[src/rtl/dsc_pkg.sv]
package dsc_pkg;
  localparam int RR0_RXRDY = 0;
  localparam int RR0_TXRDY = 2;
  localparam int RR0_DCD   = 3;
  localparam int RR0_CTS   = 5;
  localparam int WR1_TIE   = 1;
  localparam int WR1_RIE_L = 3;
  localparam int WR9_MIE   = 3;
  localparam int IDX_STAT  = 0;
  localparam int IDX_PEND  = 3;
  localparam int IDX_MODE  = 1;
  localparam int IDX_CMD   = 8;
  localparam int IDX_MAST  = 9;
  localparam logic [7:0] CLR_CODE = 8'h38;

  typedef struct packed {
    logic ctl_wr;
    logic ctl_rd;
    logic dat_wr;
    logic dat_rd;
  } acc_t;

  function automatic int tx_bit(input int ch);
    return ch * 3;
  endfunction

  function automatic int rx_bit(input int ch);
    return ch * 3 + 1;
  endfunction
endpackage

[src/rtl/dsc_acc_decode.sv]
module dsc_acc_decode
  import dsc_pkg::*;
#(
  parameter int CH = 2
) (
  input  logic [1:0] addr,
  input  logic       wr_en,
  input  logic       rd_en,
  output acc_t       acc [CH]
);
  for (genvar c = 0; c < CH; c++) begin : g_ch
    logic hit;
    assign hit = (addr[1] == c[0]);
    always_comb begin
      acc[c].ctl_wr = hit & wr_en & ~addr[0];
      acc[c].ctl_rd = hit & rd_en & ~addr[0];
      acc[c].dat_wr = hit & wr_en &  addr[0];
      acc[c].dat_rd = hit & rd_en &  addr[0];
    end
  end
endmodule

[src/rtl/dsc_chan_regs.sv]
module dsc_chan_regs
  import dsc_pkg::*;
#(
  parameter int DW       = 8,
  parameter int REG_CNT  = 16,
  parameter bit SHOW_PND = 1'b0,
  parameter bit OWN_MIE  = 1'b0,
  localparam int PTR_W   = $clog2(REG_CNT)
) (
  input  logic             clk,
  input  logic             rst,
  input  acc_t             acc,
  input  logic [DW-1:0]    wdata,
  input  logic             rx_seen,
  input  logic [DW-1:0]    pend,
  output logic [PTR_W-1:0] ptr,
  output logic [DW-1:0]    ctl_rdata,
  output logic             tie,
  output logic             rie_on,
  output logic             mie,
  output logic             clr_req
);
  localparam logic [PTR_W-1:0] P_STAT = PTR_W'(IDX_STAT);
  localparam logic [PTR_W-1:0] P_PEND = PTR_W'(IDX_PEND);
  localparam logic [PTR_W-1:0] P_CMD  = PTR_W'(IDX_CMD);
  localparam logic [DW-1:0] RR0_FIXED =
    DW'((1 << RR0_TXRDY) | (1 << RR0_DCD) | (1 << RR0_CTS));

  logic [DW-1:0]    wreg [REG_CNT];
  logic [PTR_W-1:0] ptr_q;
  logic             rx_rdy_q;

  assign ptr = ptr_q;

  always_ff @(posedge clk) begin
    if (rst) begin
      ptr_q <= '0;
      for (int i = 0; i < REG_CNT; i++) wreg[i] <= '0;
    end else if (acc.ctl_wr) begin
      if (ptr_q == P_STAT) begin
        ptr_q <= wdata[PTR_W-1:0];
      end else begin
        wreg[ptr_q] <= wdata;
        ptr_q       <= '0;
      end
    end else if (acc.ctl_rd) begin
      ptr_q <= '0;
    end
  end

  always_ff @(posedge clk) begin
    if (rst)             rx_rdy_q <= 1'b0;
    else if (acc.dat_rd) rx_rdy_q <= 1'b0;
    else if (rx_seen)    rx_rdy_q <= 1'b1;
  end

  always_comb begin
    ctl_rdata = '0;
    if (ptr_q == P_STAT) begin
      ctl_rdata = RR0_FIXED;
      ctl_rdata[RR0_RXRDY] = rx_rdy_q;
    end else if (ptr_q == P_PEND && SHOW_PND) begin
      ctl_rdata = pend;
    end
  end

  assign tie     = wreg[IDX_MODE][WR1_TIE];
  assign rie_on  = |wreg[IDX_MODE][WR1_RIE_L +: 2];
  assign mie     = OWN_MIE ? wreg[IDX_MAST][WR9_MIE] : 1'b0;
  assign clr_req = acc.ctl_wr && (ptr_q == P_CMD) && (wdata == DW'(CLR_CODE));
endmodule

[src/rtl/dsc_irq_ctrl.sv]
module dsc_irq_ctrl
  import dsc_pkg::*;
#(
  parameter int DW = 8,
  parameter int CH = 2
) (
  input  logic          clk,
  input  logic          rst,
  input  logic [CH-1:0] set_tx,
  input  logic [CH-1:0] rx_avail,
  input  logic          clr,
  input  logic [CH-1:0] tie,
  input  logic [CH-1:0] rie_on,
  input  logic          mie,
  output logic [DW-1:0] pend,
  output logic [CH-1:0] rx_seen,
  output logic          irq
);
  logic [DW-1:0] pend_q;
  logic [CH-1:0] tx_on, rx_on;
  logic          tx_assert;

  for (genvar c = 0; c < CH; c++) begin : g_src
    assign tx_on[c] = pend_q[tx_bit(c)] & tie[c];
    assign rx_on[c] = pend_q[rx_bit(c)] & rie_on[c];
  end

  assign tx_assert = |tx_on;
  assign rx_seen   = rx_avail & {CH{~tx_assert}};
  assign irq       = mie & (tx_assert | (|rx_on));
  assign pend      = pend_q;

  always_ff @(posedge clk) begin
    if (rst || clr) begin
      pend_q <= '0;
    end else begin
      for (int c = 0; c < CH; c++) begin
        pend_q[tx_bit(c)] <= pend_q[tx_bit(c)] | set_tx[c];
        pend_q[rx_bit(c)] <= rx_seen[c];
      end
    end
  end
endmodule

[src/rtl/dsc_reg_front.sv]
module dsc_reg_front
  import dsc_pkg::*;
#(
  parameter int DW      = 8,
  parameter int REG_CNT = 16,
  localparam int CH     = 2,
  localparam int PTR_W  = $clog2(REG_CNT)
) (
  input  logic             clk,
  input  logic             rst,
  input  logic [1:0]       addr,
  input  logic             wr_en,
  input  logic             rd_en,
  input  logic [DW-1:0]    wdata,
  output logic [DW-1:0]    rdata,
  output logic             irq,
  input  logic [CH-1:0]    rx_avail,
  input  logic [CH*DW-1:0] rx_data,
  output logic [CH-1:0]    rx_pop,
  output logic [CH-1:0]    tx_valid,
  output logic [DW-1:0]    tx_data
);
  acc_t          acc [CH];
  logic [DW-1:0] ctl_rd_v [CH];
  logic [CH-1:0] tie_v, rie_v, mie_v, clr_v, set_tx, rx_seen;
  logic [PTR_W-1:0] ptr_b, ptr_a;
  logic [PTR_W-1:0] ptr_v [CH];
  logic [DW-1:0] pend;
  logic          chn;

  assign chn = addr[1];

  dsc_acc_decode #(.CH(CH)) u_dec (
    .addr(addr), .wr_en(wr_en), .rd_en(rd_en), .acc(acc)
  );

  for (genvar c = 0; c < CH; c++) begin : g_chan
    dsc_chan_regs #(
      .DW(DW), .REG_CNT(REG_CNT),
      .SHOW_PND(c == 1), .OWN_MIE(c == 1)
    ) u_regs (
      .clk(clk), .rst(rst), .acc(acc[c]), .wdata(wdata),
      .rx_seen(rx_seen[c]), .pend(pend), .ptr(ptr_v[c]),
      .ctl_rdata(ctl_rd_v[c]), .tie(tie_v[c]), .rie_on(rie_v[c]),
      .mie(mie_v[c]), .clr_req(clr_v[c])
    );
    assign set_tx[c] = acc[c].dat_wr;
    assign rx_pop[c] = acc[c].dat_rd;
  end

  assign ptr_b = ptr_v[0];
  assign ptr_a = ptr_v[1];

  dsc_irq_ctrl #(.DW(DW), .CH(CH)) u_irq (
    .clk(clk), .rst(rst), .set_tx(set_tx), .rx_avail(rx_avail),
    .clr(|clr_v), .tie(tie_v), .rie_on(rie_v), .mie(|mie_v),
    .pend(pend), .rx_seen(rx_seen), .irq(irq)
  );

  always_ff @(posedge clk) begin
    if (rst) begin
      rdata    <= '0;
      tx_valid <= '0;
      tx_data  <= '0;
    end else begin
      tx_valid <= '0;
      if (rd_en) begin
        if (!addr[0])           rdata <= ctl_rd_v[chn];
        else if (rx_avail[chn]) rdata <= rx_data[chn*DW +: DW];
        else                    rdata <= '0;
      end
      if (wr_en && addr[0] && (wdata != '0)) begin
        tx_valid[chn] <= 1'b1;
        tx_data       <= wdata;
      end
    end
  end
endmodule

[config.mk]
export PLATFORM = sky130hd
export DESIGN_NAME = dsc_reg_front
export DESIGN_NICKNAME = d
export VERILOG_FILES = /design/src/rtl/dsc_pkg.sv /design/src/rtl/dsc_acc_decode.sv /design/src/rtl/dsc_chan_regs.sv /design/src/rtl/dsc_irq_ctrl.sv /design/src/rtl/dsc_reg_front.sv
export SDC_FILE = /design/constraint.sdc
export NUM_CORES = 1
export LEC_CHECK = 0
export BUFFER_PORTS_ARGS = -buffer_cell sky130_fd_sc_hd__buf_2
export CORE_MARGIN = 2
export CORE_UTILIZATION = 55
export CTS_BUF_LIST = sky130_fd_sc_hd__clkbuf_8
export DETAILED_ROUTE_END_ITERATION = 16
export GPL_TIMING_DRIVEN = 0
export MAX_ROUTING_LAYER = met4
export PLACE_DENSITY = 0.88
export SLEW_MARGIN = 20
export SYNTH_ARGS = -nofsm -noshare
export SYNTH_HDL_FRONTEND = slang
export SYNTH_SLANG_ARGS = --single-unit
[constraint.sdc]
create_clock -name clk -period 4.9 [get_ports clk]
set_input_delay 0.98 -clock clk [delete_from_list [all_inputs] [get_ports clk]]
set_output_delay 0.98 -clock clk [all_outputs]
set_load 0.005 [all_outputs]
==> metrics.txt <==
# TYPE chip_impl_metric gauge
chip_impl_metric{name="syn2layout_area_growth",unit="%"} 21.68
chip_impl_metric{name="worst-path-max-fanout",unit=""} 10
chip_impl_metric{name="synth_edf_count",unit=""} 7
chip_impl_metric{name="min_period",unit="ps"} 2663
chip_impl_metric{name="worst-path-buf-inv",unit=""} 3
chip_impl_metric{name="numCtsBuffers",unit=""} 5
chip_impl_metric{name="pwr-share-clk",unit="%"} 31.5
chip_impl_metric{name="fmaxAchievable",unit="MHz"} 375.5
chip_impl_metric{name="grt_util_met1",unit="%"} 30.99
chip_impl_metric{name="placement_rows",unit=""} 20
chip_impl_metric{name="min_delay_path_depth",unit=""} 2
chip_impl_metric{name="syn_inst",unit=""} 181
chip_impl_metric{name="die_extent_in_y",unit="µm"} 60.58
chip_impl_metric{name="max-slew-margin-rel",unit="%"} 43.43
chip_impl_metric{name="clk_transition_reported_paths",unit="ps"} 70
chip_impl_metric{name="routedWlPerCell",unit="µm"} 14.44
chip_impl_metric{name="top_level_ports",unit=""} 53
chip_impl_metric{name="final.setup_skew",unit="ps"} 6.925
chip_impl_metric{name="timing_worst_slew_pin_value",unit="ps"} 836.7
chip_impl_metric{name="synth_area_per_cell",unit="µm²"} 9.726
chip_impl_metric{name="clock_path_buffers",unit=""} 2
chip_impl_metric{name="detail_route.first_pass.iterations",unit=""} 4
chip_impl_metric{name="instance_count_after_placement_with_tap_cells_included",unit=""} 275
chip_impl_info{name="post-synth-top-area-cell",value="dfxtp_1"} 1
chip_impl_metric{name="reg2reg_depth",unit=""} 3
chip_impl_info{name="synth.top_cells.by_area",value="dfxtp_1, edfxtp_1, nor2_1"} 1
chip_impl_info{name="endpoint_of_the_worst_hold_timing_path",value="rdata[0]$_SDFFE_PP0P_"} 1
chip_impl_metric{name="setup_total_negative_slack",unit="ps"} 0
chip_impl_metric{name="setup_violations",unit=""} 0
chip_impl_metric{name="cts-resized-gates",unit=""} 0
chip_impl_info{name="mostFrequentLayoutCells",value="buf_2, dfxtp_1, nor2_1"} 1
chip_impl_info{name="regToRegStartpoint",value="g_chan[1].u_regs.ptr[1]$_SDFFE_PP0P_"} 1
chip_impl_metric{name="vias",unit=""} 1581
chip_impl_metric{name="power.share.sequential",unit="%"} 54.9
chip_impl_metric{name="detail-route-antenna-nets",unit=""} 0
chip_impl_metric{name="grt_antenna_before_repair",unit=""} 0
chip_impl_metric{name="tritoncts_num_sinks",unit=""} 39
chip_impl_metric{name="synth_seq_cells",unit=""} 39
chip_impl_metric{name="worst_ep_required",unit="ps"} 3920
chip_impl_metric{name="synth.net_count",unit=""} 213
chip_impl_metric{name="use_met3",unit="%"} 7.036
chip_impl_metric{name="post_cts_buffers",unit=""} 0
chip_impl_metric{name="total_leakage_power",unit="µW"} 0.0009110
chip_impl_metric{name="r2r_slack",unit="ps"} 2870
chip_impl_metric{name="max-cap-violations",unit=""} 0
chip_impl_metric{name="synth_async_sr_flop_share",unit="%"} 0
chip_impl_metric{name="critical-path-max-stage-delay",unit="ps"} 250
chip_impl_metric{name="grt_pass1_wl",unit="mm"} 6.437
chip_impl_metric{name="irDropWorstVdd",unit="mV"} 0.2581
chip_impl_metric{name="maximum_number_of_pins_on_one_net_before_global_route_repair",unit=""} 12
chip_impl_metric{name="power_report.internal_total",unit="µW"} 474.3
chip_impl_info{name="cts_tree",value="done"} 1
chip_impl_metric{name="dpl.hpwl",unit="mm"} 3.093
chip_impl_metric{name="routabilityCongestion",unit=""} 0.8416
chip_impl_info{name="clockRootBuffer",value="clkbuf_8"} 1
chip_impl_info{name="status",value="finished clean"} 1
chip_impl_info{name="crit_chain",value="buf_2 -> buf_2 -> and3_1 -> buf_2"} 1
chip_impl_metric{name="groute.usage.overall",unit="%"} 25.17
chip_impl_metric{name="total_of_fill_cells_in_the_finished_design",unit=""} 265
chip_impl_info{name="grt-busiest-layer",value="met2"} 1
chip_impl_metric{name="final_critical_path_setup_slack",unit="ps"} 2237
chip_impl_metric{name="share_comb_of_total_power",unit="%"} 13.5
chip_impl_metric{name="first_global_vias",unit=""} 1454
chip_impl_info{name="crit_slowest_cell",value="and3_1"} 1
chip_impl_info{name="crit_path_start_kind",value="input port"} 1
chip_impl_metric{name="drc",unit=""} 0
chip_impl_metric{name="initialDrtViolationCount",unit=""} 61
chip_impl_metric{name="netlist-cell-type-count",unit=""} 40
chip_impl_metric{name="clkLatencyLatePin",unit="ps"} 290
chip_impl_metric{name="final.period_utilization",unit="%"} 54.35
chip_impl_metric{name="die_width",unit="µm"} 60.58
chip_impl_metric{name="place_worst_setup_slack",unit="ps"} 1970
chip_impl_metric{name="num-nets-final",unit=""} 270
chip_impl_info{name="r2r-end",value="g_chan[1].u_regs.wreg[1][1]$_SDFFCE_PN0P_"} 1
chip_impl_info{name="grt_setup_unrepaired",value="no"} 1
chip_impl_info{name="critPathCaptureType",value="output port"} 1
chip_impl_metric{name="yosysWarnings",unit=""} 0
chip_impl_metric{name="drt-total-wl",unit="mm"} 4.071
chip_impl_info{name="most_common_cell_after_layout_fill_and_taps_aside",value="buf_2"} 1
chip_impl_metric{name="gr-total-overflow",unit=""} 0
chip_impl_metric{name="drive_gt1_share",unit="%"} 29.41
chip_impl_info{name="worst_path_most_repeated_cell",value="buf_2"} 1
chip_impl_metric{name="cts_max_level",unit=""} 2
chip_impl_metric{name="groute.layer.met2.usage",unit="%"} 39.32
chip_impl_info{name="path_delay_family",value="buffers and inverters"} 1
chip_impl_metric{name="arrival",unit="ps"} 1680
chip_impl_metric{name="timing.final.hold_violations",unit=""} 0
chip_impl_metric{name="synthesis.area",unit="µm²"} 1760
chip_impl_metric{name="initial_core_util",unit="%"} 57.66
chip_impl_metric{name="fin_cells",unit=""} 282
chip_impl_metric{name="powerDensity",unit="nW/µm²"} 296.4
chip_impl_metric{name="holdBufCountCts",unit=""} 0
chip_impl_metric{name="final_util",unit="%"} 70.16
chip_impl_info{name="timing.setup.critical_path_class",value="input port to output port"} 1
chip_impl_metric{name="avgViaCountPerCell",unit=""} 5.606
chip_impl_metric{name="switching_share",unit="%"} 25.30
chip_impl_metric{name="antenna_cells",unit=""} 0
chip_impl_metric{name="yosysSeqAreaShare",unit="%"} 48.33
chip_impl_metric{name="core_area",unit="µm²"} 3053
chip_impl_info{name="holdCritPathClass",value="flop to flop"} 1
chip_impl_metric{name="die_area",unit="µm²"} 3669
chip_impl_metric{name="yosysTopAreaCellShare",unit="%"} 36.39
chip_impl_metric{name="multi_input_comb_area",unit="µm²"} 849.6
chip_impl_info{name="flip_flop_cell_with_the_highest_count_after_synthesis",value="dfxtp_1"} 1
chip_impl_metric{name="seqCellArea",unit="µm²"} 850.8
chip_impl_metric{name="slew_violations",unit=""} 0
chip_impl_metric{name="port_buffers",unit=""} 50
chip_impl_info{name="worstHoldStart",value="g_chan[1].u_regs.rx_rdy_q$_SDFFE_PP0P_"} 1
chip_impl_metric{name="power.switching",unit="µW"} 160.6
## cell type report
| type | count | share of cell area, % |
|---|---|---|
| Tap cell | 44 | 2.570 |
| Inverter | 2 | 0.3505 |
| Sequential cell | 39 | 39.72 |
| Multi-Input combinational cell | 129 | 39.66 |
| Buffer | 11 | 2.453 |
| Timing Repair Buffer | 50 | 11.68 |
| Clock inverter | 2 | 0.3505 |
| Clock buffer | 5 | 3.213 |
## power groups by stage
stage / clock network, µW / logic, µW / registers (µW)
after global placement: 0 / 83.1 / 355
after CTS: 201 / 86.2 / 349
final: 200 / 86.0 / 349
after floorplan: 0 / 49.4 / 355
after detailed placement: 0 / 85.7 / 356
after global routing: 209 / 95.8 / 350
## stage by stage
stage                     instance area, µm²  hold WS (ps)  total power, µW
after global routing                    2142         503.7            654.6
after CTS                               2142         471.4            635.6
after global placement                  2066         449.5            438.5
after floorplan                         1760         436.7            404.7
after detailed placement                2066         460.7            441.6
final                                   2142         476.0            635.0
## cell usage after synthesis (all sizes together) (2+ instances only)
cell / instances
dfxtp: 32
and3b: 2
and2: 6
buf: 4
nor3: 10
a21oi: 4
edfxtp: 7
nor3b: 2
a211oi: 4
mux2i: 9
a221oi: 3
inv: 2
nor4b: 3
a22oi: 11
clkbuf: 7
a2bb2oi: 2
nand4b: 2
a31oi: 2
nor2: 28
nor2b: 3
o21ai: 4
mux2: 5
nand3: 3
or2: 3
nand2: 9
or4: 2
nor4: 3
## worst max-delay path by stage
stage / startpoint / to / slack [ps] / depth (start not counted)
floorplan: addr[0] / g_chan[1].u_regs.wreg[1][1]$_SDFFCE_PN0P_ / 2320 / 4
global placement: addr[0] / g_chan[1].u_regs.wreg[1][1]$_SDFFCE_PN0P_ / 2060 / 5
detailed placement: addr[0] / g_chan[1].u_regs.wreg[1][3]$_SDFFCE_PN0P_ / 1970 / 5
CTS: addr[0] / rx_pop[1] / 2240 / 4
global route: addr[0] / rx_pop[0] / 2150 / 4
finish: addr[0] / rx_pop[1] / 2240 / 4
## routing by layer
layer / vias to the layer above / wire, µm
met5: - / 0
met4: 0 / 75
met3: 8 / 283
met2: 62 / 1901
met1: 732 / 1810
li1: 779 / -
## worst reg2reg max path, delay by kind of cell (launching register included)
kind / cells / cell delay [ps]
flip-flops: 1 / 330
AND/OR/NAND/NOR: 3 / 1410
## flip-flops by register name (all words and copies together) (netlist names)
signal                  count
tx_data                     8
g_chan.u_regs.ptr           8
u_irq.pend                  4
g_chan.u_regs.wreg          7
rdata                       8
g_chan.u_regs.rx_rdy_q      2
tx_valid                    2
## kinds of logic (layout without fill, tap and decap cells)
group                  count (synthesis)  in the layout  share of synthesized area, %
AOI/OAI and AO/OA                     33             33                         14.43
and+or+nand+nor                       82             82                         25.52
DFF                                   39             39                         48.33
muxes                                 14             14                         8.316
buffers and inverters                 13             70                         3.412
Power figures use the tool's default switching activity.
